==> config.mk <==
export PLATFORM = sky130hd
export DESIGN_NAME = edo_dram_ctrl
export DESIGN_NICKNAME = d
export VERILOG_FILES = /design/src/rtl/edo_pkg.sv /design/src/rtl/edo_addr_map.sv /design/src/rtl/edo_phase_timer.sv /design/src/rtl/edo_ras_timer.sv /design/src/rtl/edo_dram_ctrl.sv
export SDC_FILE = /design/constraint.sdc
export NUM_CORES = 1
export LEC_CHECK = 0
export ABC_AREA = 0
export ABC_CLOCK_PERIOD_IN_PS = 4200
export BUFFER_PORTS_ARGS = -buffer_cell sky130_fd_sc_hd__buf_2
export CORE_UTILIZATION = 51
export CTS_CLUSTER_SIZE = 28
export DETAILED_ROUTE_END_ITERATION = 6
export GPL_ROUTABILITY_DRIVEN = 1
export HOLD_SLACK_MARGIN = 0.05
export PLACE_DENSITY = 0.74
export SLEW_MARGIN = 20
export SYNTH_ARGS = -nofsm -noshare
export SYNTH_HDL_FRONTEND = slang
export SYNTH_SLANG_ARGS = --single-unit
==> constraint.sdc <==
create_clock -name clk -period 4.2 [get_ports clk]
set_clock_uncertainty 0.15 [all_clocks]
set_input_delay 0.42 -clock clk [delete_from_list [all_inputs] [get_ports clk]]
set_output_delay 0.42 -clock clk [all_outputs]
set_load 0.005 [all_outputs]
==> src/rtl/edo_pkg.sv <==
package edo_pkg;

   typedef enum logic [2:0] {
      ST_PRE,
      ST_IDLE,
      ST_REF,
      ST_ACT,
      ST_COL,
      ST_CASL,
      ST_CASH,
      ST_OPEN
   } edo_st_e;

   function automatic int edo_max(input int a, input int b);
      return (a > b) ? a : b;
   endfunction

endpackage

==> src/rtl/edo_addr_map.sv <==
module edo_addr_map #(
   parameter int ADDR_W   = 21,
   parameter int ROW_W    = 11,
   parameter int COL_W    = 10,
   parameter bit ROW_HIGH = 1'b1
) (
   input  logic [ADDR_W-1:0] addr,
   output logic [ROW_W-1:0]  row,
   output logic [COL_W-1:0]  col
);

   if (ROW_W + COL_W != ADDR_W) begin : g_bad_split
      $error("edo_addr_map: ROW_W + COL_W must equal ADDR_W");
   end

   if (ROW_HIGH) begin : g_row_top
      assign row = addr[ADDR_W-1 -: ROW_W];
      assign col = addr[COL_W-1:0];
   end else begin : g_row_bottom
      assign row = addr[ROW_W-1:0];
      assign col = addr[ADDR_W-1 -: COL_W];
   end

endmodule

==> src/rtl/edo_phase_timer.sv <==
module edo_phase_timer #(
   parameter int CW = 6
) (
   input  logic          clk,
   input  logic          rst_n,
   input  logic          restart,
   output logic [CW-1:0] cnt_q,
   output logic [CW-1:0] cnt_d
);

   localparam logic [CW-1:0] TOP = {CW{1'b1}};

   always_comb begin
      if (restart)           cnt_d = '0;
      else if (cnt_q == TOP) cnt_d = cnt_q;
      else                   cnt_d = cnt_q + 1'b1;
   end

   always_ff @(posedge clk or negedge rst_n) begin
      if (!rst_n) cnt_q <= '0;
      else        cnt_q <= cnt_d;
   end

endmodule

==> src/rtl/edo_ras_timer.sv <==
module edo_ras_timer #(
   parameter int RAS_MAX = 25000,
   parameter int T_RAS   = 15,
   parameter int T_RAC   = 15,
   parameter int GUARD   = 10
) (
   input  logic clk,
   input  logic rst_n,
   input  logic ras_n,
   output logic min_ok,
   output logic rac_ok,
   output logic near_max
);

   localparam int CW = $clog2(RAS_MAX + 2);
   localparam logic [CW-1:0] SAT = CW'(RAS_MAX + 1);

   logic [CW-1:0] low_cnt;

   always_ff @(posedge clk or negedge rst_n) begin
      if (!rst_n)              low_cnt <= '0;
      else if (ras_n)          low_cnt <= '0;
      else if (low_cnt != SAT) low_cnt <= low_cnt + 1'b1;
   end

   assign min_ok   = int'(low_cnt) >= T_RAS - 1;
   assign rac_ok   = int'(low_cnt) >= T_RAC - 1;
   assign near_max = int'(low_cnt) >= RAS_MAX - GUARD;

endmodule

==> src/rtl/edo_dram_ctrl.sv <==
module edo_dram_ctrl
   import edo_pkg::*;
#(
   parameter int ADDR_W   = 21,
   parameter int ROW_W    = 11,
   parameter int COL_W    = 10,
   parameter int DATA_W   = 8,
   parameter bit ROW_HIGH = 1'b1,
   parameter int T_RP     = 10,
   parameter int T_RAS    = 15,
   parameter int T_RAH    = 3,
   parameter int T_RCD    = 4,
   parameter int T_CAS    = 4,
   parameter int T_CP     = 3,
   parameter int T_RAC    = 15,
   parameter int T_PC     = 7,
   parameter int RAS_MAX  = 25000,
   localparam int PIN_W   = (ROW_W > COL_W) ? ROW_W : COL_W
) (
   input  logic              clk,
   input  logic              rst_n,
   input  logic              req_valid,
   output logic              req_ready,
   input  logic              req_write,
   input  logic [ADDR_W-1:0] req_addr,
   input  logic [DATA_W-1:0] req_wdata,
   output logic              rd_valid,
   output logic [DATA_W-1:0] rd_data,
   input  logic              ref_req,
   output logic              ref_gnt,
   output logic              dram_ras_n,
   output logic              dram_cas_n,
   output logic              dram_we_n,
   output logic              dram_oe_n,
   output logic [PIN_W-1:0]  dram_addr,
   output logic [DATA_W-1:0] dram_dq_out,
   output logic              dram_dq_oe,
   input  logic [DATA_W-1:0] dram_dq_in
);

   localparam int GUARD  = T_CAS + T_CP + 3;
   localparam int PH_TOP = edo_max(edo_max(T_RP, T_RCD), edo_max(T_CAS, T_CP)) + 1;
   localparam int PH_W   = $clog2(PH_TOP + 1);

   if (T_RAH < 1 || T_RAH >= T_RCD) begin : g_bad_rah
      $error("edo_dram_ctrl: need 1 <= T_RAH < T_RCD for column setup");
   end
   if (T_RP < 1 || T_CAS < 1 || T_CP < 1) begin : g_bad_pulse
      $error("edo_dram_ctrl: pulse counts must be at least one cycle");
   end
   if (T_CAS + T_CP + 2 < T_PC) begin : g_bad_page
      $error("edo_dram_ctrl: page cycle too short for T_PC");
   end
   if (RAS_MAX <= GUARD + T_RCD + T_RAC + T_CP) begin : g_bad_max
      $error("edo_dram_ctrl: RAS_MAX too small for one access");
   end

   edo_st_e st_q, st_d;
   logic [PH_W-1:0]   ph_q, ph_d;
   logic [ROW_W-1:0]  req_row, row_q, row_d;
   logic [COL_W-1:0]  req_col, col_q, col_d;
   logic [DATA_W-1:0] wd_q, wd_d;
   logic              wr_q, wr_d;
   logic              ras_min_ok, ras_rac_ok, ras_near;
   logic              row_hit, accept;

   edo_addr_map #(
      .ADDR_W(ADDR_W), .ROW_W(ROW_W), .COL_W(COL_W), .ROW_HIGH(ROW_HIGH)
   ) u_map (
      .addr(req_addr), .row(req_row), .col(req_col)
   );

   edo_phase_timer #(.CW(PH_W)) u_phase (
      .clk(clk), .rst_n(rst_n), .restart(st_d != st_q),
      .cnt_q(ph_q), .cnt_d(ph_d)
   );

   edo_ras_timer #(
      .RAS_MAX(RAS_MAX), .T_RAS(T_RAS), .T_RAC(T_RAC), .GUARD(GUARD)
   ) u_ras (
      .clk(clk), .rst_n(rst_n), .ras_n(dram_ras_n),
      .min_ok(ras_min_ok), .rac_ok(ras_rac_ok), .near_max(ras_near)
   );

   assign row_hit = (req_row == row_q);
   assign accept  = req_valid && req_ready;

   // sequencing
   always_comb begin
      st_d      = st_q;
      req_ready = 1'b0;
      case (st_q)
         ST_PRE:  if (int'(ph_q) >= T_RP - 1) st_d = ST_IDLE;
         ST_IDLE: begin
            if (ref_req) st_d = ST_REF;
            else begin
               req_ready = 1'b1;
               if (req_valid) st_d = ST_ACT;
            end
         end
         ST_REF:  if (!ref_req) st_d = ST_PRE;
         ST_ACT:  if (int'(ph_q) >= T_RCD - 1) st_d = ST_CASL;
         ST_COL:  st_d = ST_CASL;
         ST_CASL: if (int'(ph_q) >= T_CAS - 1 && (wr_q || ras_rac_ok)) st_d = ST_CASH;
         ST_CASH: if (int'(ph_q) >= T_CP - 1) st_d = ST_OPEN;
         ST_OPEN: begin
            req_ready = !ref_req && !ras_near && row_hit;
            if (req_valid && req_ready) st_d = ST_COL;
            else if ((ref_req || ras_near || req_valid) && ras_min_ok) st_d = ST_PRE;
         end
         default: st_d = ST_PRE;
      endcase
   end

   // request capture
   always_comb begin
      row_d = row_q;
      col_d = col_q;
      wd_d  = wd_q;
      wr_d  = wr_q;
      if (accept) begin
         row_d = req_row;
         col_d = req_col;
         wd_d  = req_wdata;
         wr_d  = req_write;
      end
   end

   // pin values for the coming cycle
   logic              ras_low_d, col_phase_d, wr_drive_d;
   logic [PIN_W-1:0]  addr_d;

   always_comb begin
      ras_low_d   = (st_d == ST_ACT) || (st_d == ST_COL) || (st_d == ST_CASL) ||
                    (st_d == ST_CASH) || (st_d == ST_OPEN);
      col_phase_d = ((st_d == ST_ACT) && (int'(ph_d) >= T_RAH)) ||
                    (st_d == ST_COL) || (st_d == ST_CASL) || (st_d == ST_CASH);
      wr_drive_d  = wr_d && (((st_d == ST_ACT) && (int'(ph_d) >= T_RAH)) ||
                             (st_d == ST_COL) || (st_d == ST_CASL));
      addr_d      = col_phase_d ? PIN_W'(col_d) : PIN_W'(row_d);
   end

   always_ff @(posedge clk or negedge rst_n) begin
      if (!rst_n) begin
         st_q        <= ST_PRE;
         row_q       <= '0;
         col_q       <= '0;
         wd_q        <= '0;
         wr_q        <= 1'b0;
         dram_ras_n  <= 1'b1;
         dram_cas_n  <= 1'b1;
         dram_we_n   <= 1'b1;
         dram_oe_n   <= 1'b1;
         dram_addr   <= '0;
         dram_dq_out <= '0;
         dram_dq_oe  <= 1'b0;
         ref_gnt     <= 1'b0;
         rd_valid    <= 1'b0;
         rd_data     <= '0;
      end else begin
         st_q        <= st_d;
         row_q       <= row_d;
         col_q       <= col_d;
         wd_q        <= wd_d;
         wr_q        <= wr_d;
         dram_ras_n  <= !ras_low_d;
         dram_cas_n  <= !(st_d == ST_CASL);
         dram_we_n   <= !wr_drive_d;
         dram_oe_n   <= !(!wr_d && ((st_d == ST_CASL) || (st_d == ST_CASH)));
         dram_addr   <= addr_d;
         dram_dq_out <= wd_d;
         dram_dq_oe  <= wr_drive_d;
         ref_gnt     <= (st_d == ST_REF);
         rd_valid    <= (st_q == ST_CASH) && (ph_q == '0) && !wr_q;
         if ((st_q == ST_CASH) && (ph_q == '0) && !wr_q) rd_data <= dram_dq_in;
      end
   end

endmodule

# After elaboration in Yosys (flattened, before gate mapping)
# Index checks and enable logic that the tools add are counted.
# classes
mul	0
mux	20
eq_ne	17
n_bitwise	0
shift	0
div	0
n_reduce_logical	33
magnitude_cmp	6
n_addsub	2
# ops
op	count
two-way mux 15 bit	2
two-way mux 3 bit	9
== test 3 bit (second input constant)	8
one-hot mux 3 bit (8 select lines)	1
two-way mux 11 bit	2
adder 15 x 1 -> 15 bit (second input constant)	1
>= comparator 15 bit (second input constant)	1
>= comparator 15 x 4 -> 1 bit (second input constant)	1
inequality test 15 bit (second input constant)	1
== test 3 x 2 -> 1 bit (second input constant)	4
>= comparator 4 x 2 -> 1 bit (second input constant)	3
== test 11 bit	1
logical AND 1 bit	11
logical OR 1 bit	11
two-way mux 10 bit	1
zero test 1 bit	8
two-way mux 4 bit	2
adder 4 x 1 -> 4 bit (second input constant)	1
== test 4 bit (second input constant)	1
>= comparator 4 bit (second input constant)	1
zero test 4 bit	1
== test 3 x 1 -> 1 bit (second input constant)	1
zero test 3 bit	1
inequality test 3 bit	1
other kinds (3)	4
# totals
romBits	0
reg_bits	78
word_cells	94
input_bits	42
ramBits	0
out_inout_bits	35
memories	0
latchBits	0

# Longest topological paths before layout
# logic_depth
depth_word	15
depth_mapped	11
mapped_depth_nobuf	10

# By module
# From an unflattened synthesis, not the netlist that was laid out.
# hier_totals
cells_unflattened	338
area_unflattened_um2	3936.3
# by_module_without_submodules
module	n_inst	area_per_inst_um2	cells_per_inst
edo_dram_ctrl	1	2658.8	200
edo_ras_timer	1	905.9	98
edo_phase_timer	1	214.0	19
edo_addr_map	1	157.7	21

# Worst setup path after synthesis
# Ideal clock, no wire load.
# synth_timing
path_kind	register -> register
startpoint	register u_ras.low_cnt[0]
endpoint	register dram_addr[1]
t_required_ns	3.925
path_stages_with_launch	12
arrival_ns	2.358
setup_slack_ns	1.567
setup_time_ns	0.125
path_cell_list	dfrtp_1 > inv_1 > ha_1 > o21ai_0 > nor3_1 > o21bai_4 > a311o_1 > a31oi_4 > nand2_2 > a22oi_2 > buf_6 > mux2_4
# synth_between
elab_chain_len	15
elab_cells_between_ends	31
cone_classes	order compare: 3; eq/ne: 5; mux: 9; reduce/logical: 14
# synth_lines
element	line	source
from (decl)	edo_ras_timer.sv:18	logic [CW-1:0] low_cnt;
from (signal assigned)	edo_ras_timer.sv:23	else if (low_cnt != SAT) low_cnt <= low_cnt + 1'b1;
>= comparator 15 bit	edo_ras_timer.sv:28	assign near_max = int'(low_cnt) >= RAS_MAX - GUARD;
logical OR 1 bit or zero test 1 bit (tied branches)	edo_dram_ctrl.sv:109, edo_dram_ctrl.sv:107	
logical OR 1 bit or logical AND 1 bit (tied branches)	edo_dram_ctrl.sv:109, edo_dram_ctrl.sv:107	
logical AND 1 bit (on tied branches)	edo_dram_ctrl.sv:109, edo_dram_ctrl.sv:107	
two-way mux 3 bit or logical AND 1 bit (tied branches)	edo_dram_ctrl.sv:109, edo_dram_ctrl.sv:108	
two-way mux 3 bit	edo_dram_ctrl.sv:108	if (req_valid && req_ready) st_d = ST_COL;
one-hot mux 3 bit (8 select lines) (*)	edo_dram_ctrl.sv:92	case (st_q)
via st_d[0]	edo_dram_ctrl.sv:58	edo_st_e st_q, st_d;
inequality test 3 bit	edo_dram_ctrl.sv:74	.clk(clk), .rst_n(rst_n), .restart(st_d != st_q),
two-way mux 4 bit	edo_phase_timer.sv:14	if (restart) cnt_d = '0;
>= comparator 4 x 2 -> 1 bit	edo_dram_ctrl.sv:136	col_phase_d = ((st_d == ST_ACT) && (int'(ph_d) >= T_RAH)) ||
logical AND 1 bit	edo_dram_ctrl.sv:136	
logical OR 1 bit	edo_dram_ctrl.sv:136	
logical OR 1 bit	edo_dram_ctrl.sv:137	(st_d == ST_COL) || (st_d == ST_CASL) || (st_d == ST_CASH);
logical OR 1 bit (*)	edo_dram_ctrl.sv:137	
two-way mux 11 bit (*)	edo_dram_ctrl.sv:140	addr_d = col_phase_d ? PIN_W'(col_d) : PIN_W'(row_d);
via addr_d[1]	edo_dram_ctrl.sv:131	logic [PIN_W-1:0] addr_d;
to (signal assigned)	edo_dram_ctrl.sv:170	dram_addr <= addr_d;
to (decl)	edo_dram_ctrl.sv:35	output logic [PIN_W-1:0] dram_addr,
# Mark *: on every way through the listed nets, which the timed path passes. The rest lies on a longest branch.
# A chain may end at the register's enable or synchronous reset.

# Worst setup path in the final report
# layout_timing
startpoint	register u_ras.low_cnt[10]
endpoint	register dram_addr[0]
# The elaborated chain is that of the path after synthesis.

==> summary.md <==
| Metric | Value |
|---|---|
| DP Cell Count | `486` |
| Setup TNS | `0 ns` |
| Die area | `between 7000 and 8000 µm²` |
| Via/cell ratio | `5.106` |
| Post-synthesis mux area share | `13.60%` |
| # rows | `30` |
| Final Hold Viols | `0` |
| Unrepaired setup endpoints after global routing | `no` |
| Chip Width | `87.28 µm` |
| Initial DRT Pass Iterations | `4` |
| # setup viols final | `0` |
| MaxCap Viol Count | `0` |
| Layout area overhead | `18.29%` |
| Root Driver | `clkbuf_8` |
| CORE AREA | `between 6000 and 7000 µm²` |
| DRC violations left | `0` |
| Vias in the first global route | `2575` |
| Num CTS Buffers | `9` |
| Clock Tree Buf Depth | `2` |
| Clk Latency, worst-skew pair | `0.35 ns` |
| Total number of vias | `roughly 2.6k` |
| R2r setup slk | `~1.2 ns` |
| Number of H-tree levels | `3` |
| Area contributors post-synth | `dfrtp_1, mux2_2, xnor2_1, mux2_4, nand2_1` |
| Largest family of logic cells by synthesized area | `simple AND/OR/NAND/NOR gates` |
| Gr usage total | `20.32%` |
| Routability cong. | `0.7617` |
| Synth warn | `0` |
| Post-synth EDFFs | `0` |
| Most frequent cell after synthesis | `dfrtp_1` |
| PD cells | `693.4 nW/µm²` |
| Routed len/inst | `14.00 µm` |
| Post-synth top cells | `dfrtp_1, nand2_1, mux2_2` |
| Clock-pin slew on the worst setup and hold paths | `roughly 0.08 ns` |
| Yosys reg bits | `78` |
| TritonCTS clock tree | `yes` |
| Final worst path period share | `71.64%` |
| Setup bufs post-CTS | `0` |
| Crit start category | `register` |
| Final wirelength | `7030 µm` |
| Final antenna-violating net count | `0` |
| Distinct cell type count after synthesis | `49` |
| Ratio of cells with drive above 1 in the final layout | `37.19%` |
| FF-to-FF End | `dram_addr[0]` |
| Hold_buf cts | `0` |
| Slew Limit Headroom | `35.26%` |
| Setup crit end kind | `register` |
| Mapped Avg Cell Area | `11.52 µm²` |
| Boundary pin count | `77` |
| Hold Path Class | `input pin to async pin` |
| Die height | `87.28 µm` |
| Post-Synth Adder-Cell Area | `2.699%` |
| Post-CTS resize count | `0` |
| Asr flop ratio synth | `100.0%` |
| Nets@finish | `451` |
| Worst Path Max Fanout | `11` |
| Initial antenna violation count | `0` |
| Worst Tran Pin Value | `roughly 1 ns` |
| Overflow after GRT | `0` |
| Maximum vdd drop | `462.2 µV` |
| Setup Crit Path Kind | `register to register` |
| XOR/XNOR share of the synthesized area | `5.668%` |
| Ant. Diodes | `0` |
| Worst r2r src | `u_ras.low_cnt[10]` |
| DR iter-0 viols | `136` |
| R2r worst-path depth | `8` |
| Syn nets | `372` |
| Post-synth top area cell | `dfrtp_1` |
| IO Port Bufs | `76` |
| Minimum clock period | `between 3 and 4 ns` |
| Post-Syn Instances | `322` |
| Effective utilization at floorplan | `53.70%` |
| Hpwl dp | `4973 µm` |
| Cell Area, Synth | `3709 µm²` |
| Simple-gate share of the synthesized area | `15.99%` |
| Leakage | `~2.1 nW` |
| First-pass GRT wire length | `11670 µm` |
| Status | `finished clean` |
| # clock sinks | `78` |
| Data required time at the worst endpoint | `about 4.3 ns` |
| Post-synthesis sequential area ratio | `52.77%` |
| Synth Flop Type | `dfrtp_1` |
| Final number of max-transition violations | `0` |
| Share of the synthesized area in the top cell type | `~50%` |
| Post-synthesis compound-gate area fraction | `under 10%` |
| Largest net degree at the start of global routing | `79` |
| Crit path DAT | `3.09 ns` |
| Post-route insts no fill | `~500` |
| Fmax | `332.3 MHz` |
## how the worst max path moves through the flow
stage | start | end | cells after the start
final | u_ras.low_cnt[10] | dram_addr[0] | 8
after global routing | u_ras.low_cnt[6] | dram_addr[0] | 9
after CTS | u_ras.low_cnt[10] | dram_addr[0] | 8
after detailed placement | req_addr[17] | dram_addr[0] | 10
after global placement | req_addr[17] | dram_addr[0] | 10
after floorplan | u_ras.low_cnt[0] | dram_addr[1] | 11
## where the power goes
part | leakage, nW | switching, W | internal, W
logic | 0.986 | 0.000558 | 0.000634
registers | 0.983 | 0.000218 | 0.00106
clock network | 0.0951 | 0.000282 | 0.000294
total | 2.06 | 0.00106 | 0.00198
## state kept, by name, indices dropped and copies added, names as in the netlist
signal         cells
rd_valid           1
wd_q               8
wr_q               1
dram_oe_n          1
u_ras.low_cnt     15
ref_gnt            1
u_phase.cnt_q      4
dram_addr         11
rd_data            8
col_q             10
dram_we_n          1
st_q               3
dram_ras_n         1
row_q             11
dram_dq_oe         1
dram_cas_n         1
## area by class of cell
cell class | instances | area, µm²
Clock buffer | 10 | 137.6
Clock inverter | 6 | 70.07
Fill cell | 572 | 2520
Inverter | 12 | 45.04
Multi-Input combinational cell | 221 | 1652
Sequential cell | 78 | 1957
Tap cell | 96 | 120.1
Timing Repair Buffer | 79 | 405.4
## logic make-up (layout without fill, tap and decap cells)
logic type               Yosys count  count (layout)
buffers and inverters             23             107
XOR/XNOR                          24              24
multiplexers                      42              42
AO/OA/AOI/OAI                     30              30
flip-flops                        78              78
adder cells (fa/ha/maj)            8               8
AND/OR/NAND/NOR                  117             117
## metal layers
| layer | GRT usage (%) | vias up | part of all wire [%] | routed length [µm] |
|---|---|---|---|---|
| li1 | - | 1279 | - | - |
| met1 | 26.04 | 1230 | 46 | 3215 |
| met2 | 32.24 | 44 | 47 | 3338 |
| met3 | 5.498 | 10 | 5.3 | 375 |
| met4 | 9.389 | 0 | 1.4 | 101 |
| met5 | 0 | - | 0 | 0 |
## cell usage in the layout, fill, tap and decap left out, drive strengths merged, types with 2 or more instances in the layout
cell type,n
clkinv,2
dfstp,4
clkinvlp,3
mux2,40
o21ai,6
xnor2,16
and3,5
nand4,8
ha,8
a21oi,8
nand2,36
or3,4
clkbuf,10
a31oi,4
nor3,11
nor2,23
dfrtp,74
and2,2
inv,12
xor2,8
nand3,15
buf,79
mux2i,2
o211ai,2
or2,3
nor4,4
a2111oi,2
## through the flow
step	hold slack, ns	instance area (µm²)	total power (W)	utilization (%)	worst slack (ns)
after global placement	0.3058	4179	0.002439	60.51	1.234
after global routing	0.09710	4387	0.003252	63.51	1.008
after floorplan	-0.02559	3709	0.002119	-	1.567
final	0.06012	4387	0.003042	63.51	1.191
after detailed placement	0.3145	4179	0.002485	60.51	1.174
after CTS	0.09541	4387	0.003072	63.51	1.175
## critical path, stage by stage, from the launching register on
cell	delay, ns
dfrtp_1	0.44
nor4_4	0.34
nand4_1	0.31
a311o_1	0.49
a31oi_4	0.28
nand2_2	0.10
a22oi_2	0.15
buf_4	0.27
mux2_2	0.36
No activity file was read; power rests on OpenSTA's default activity.
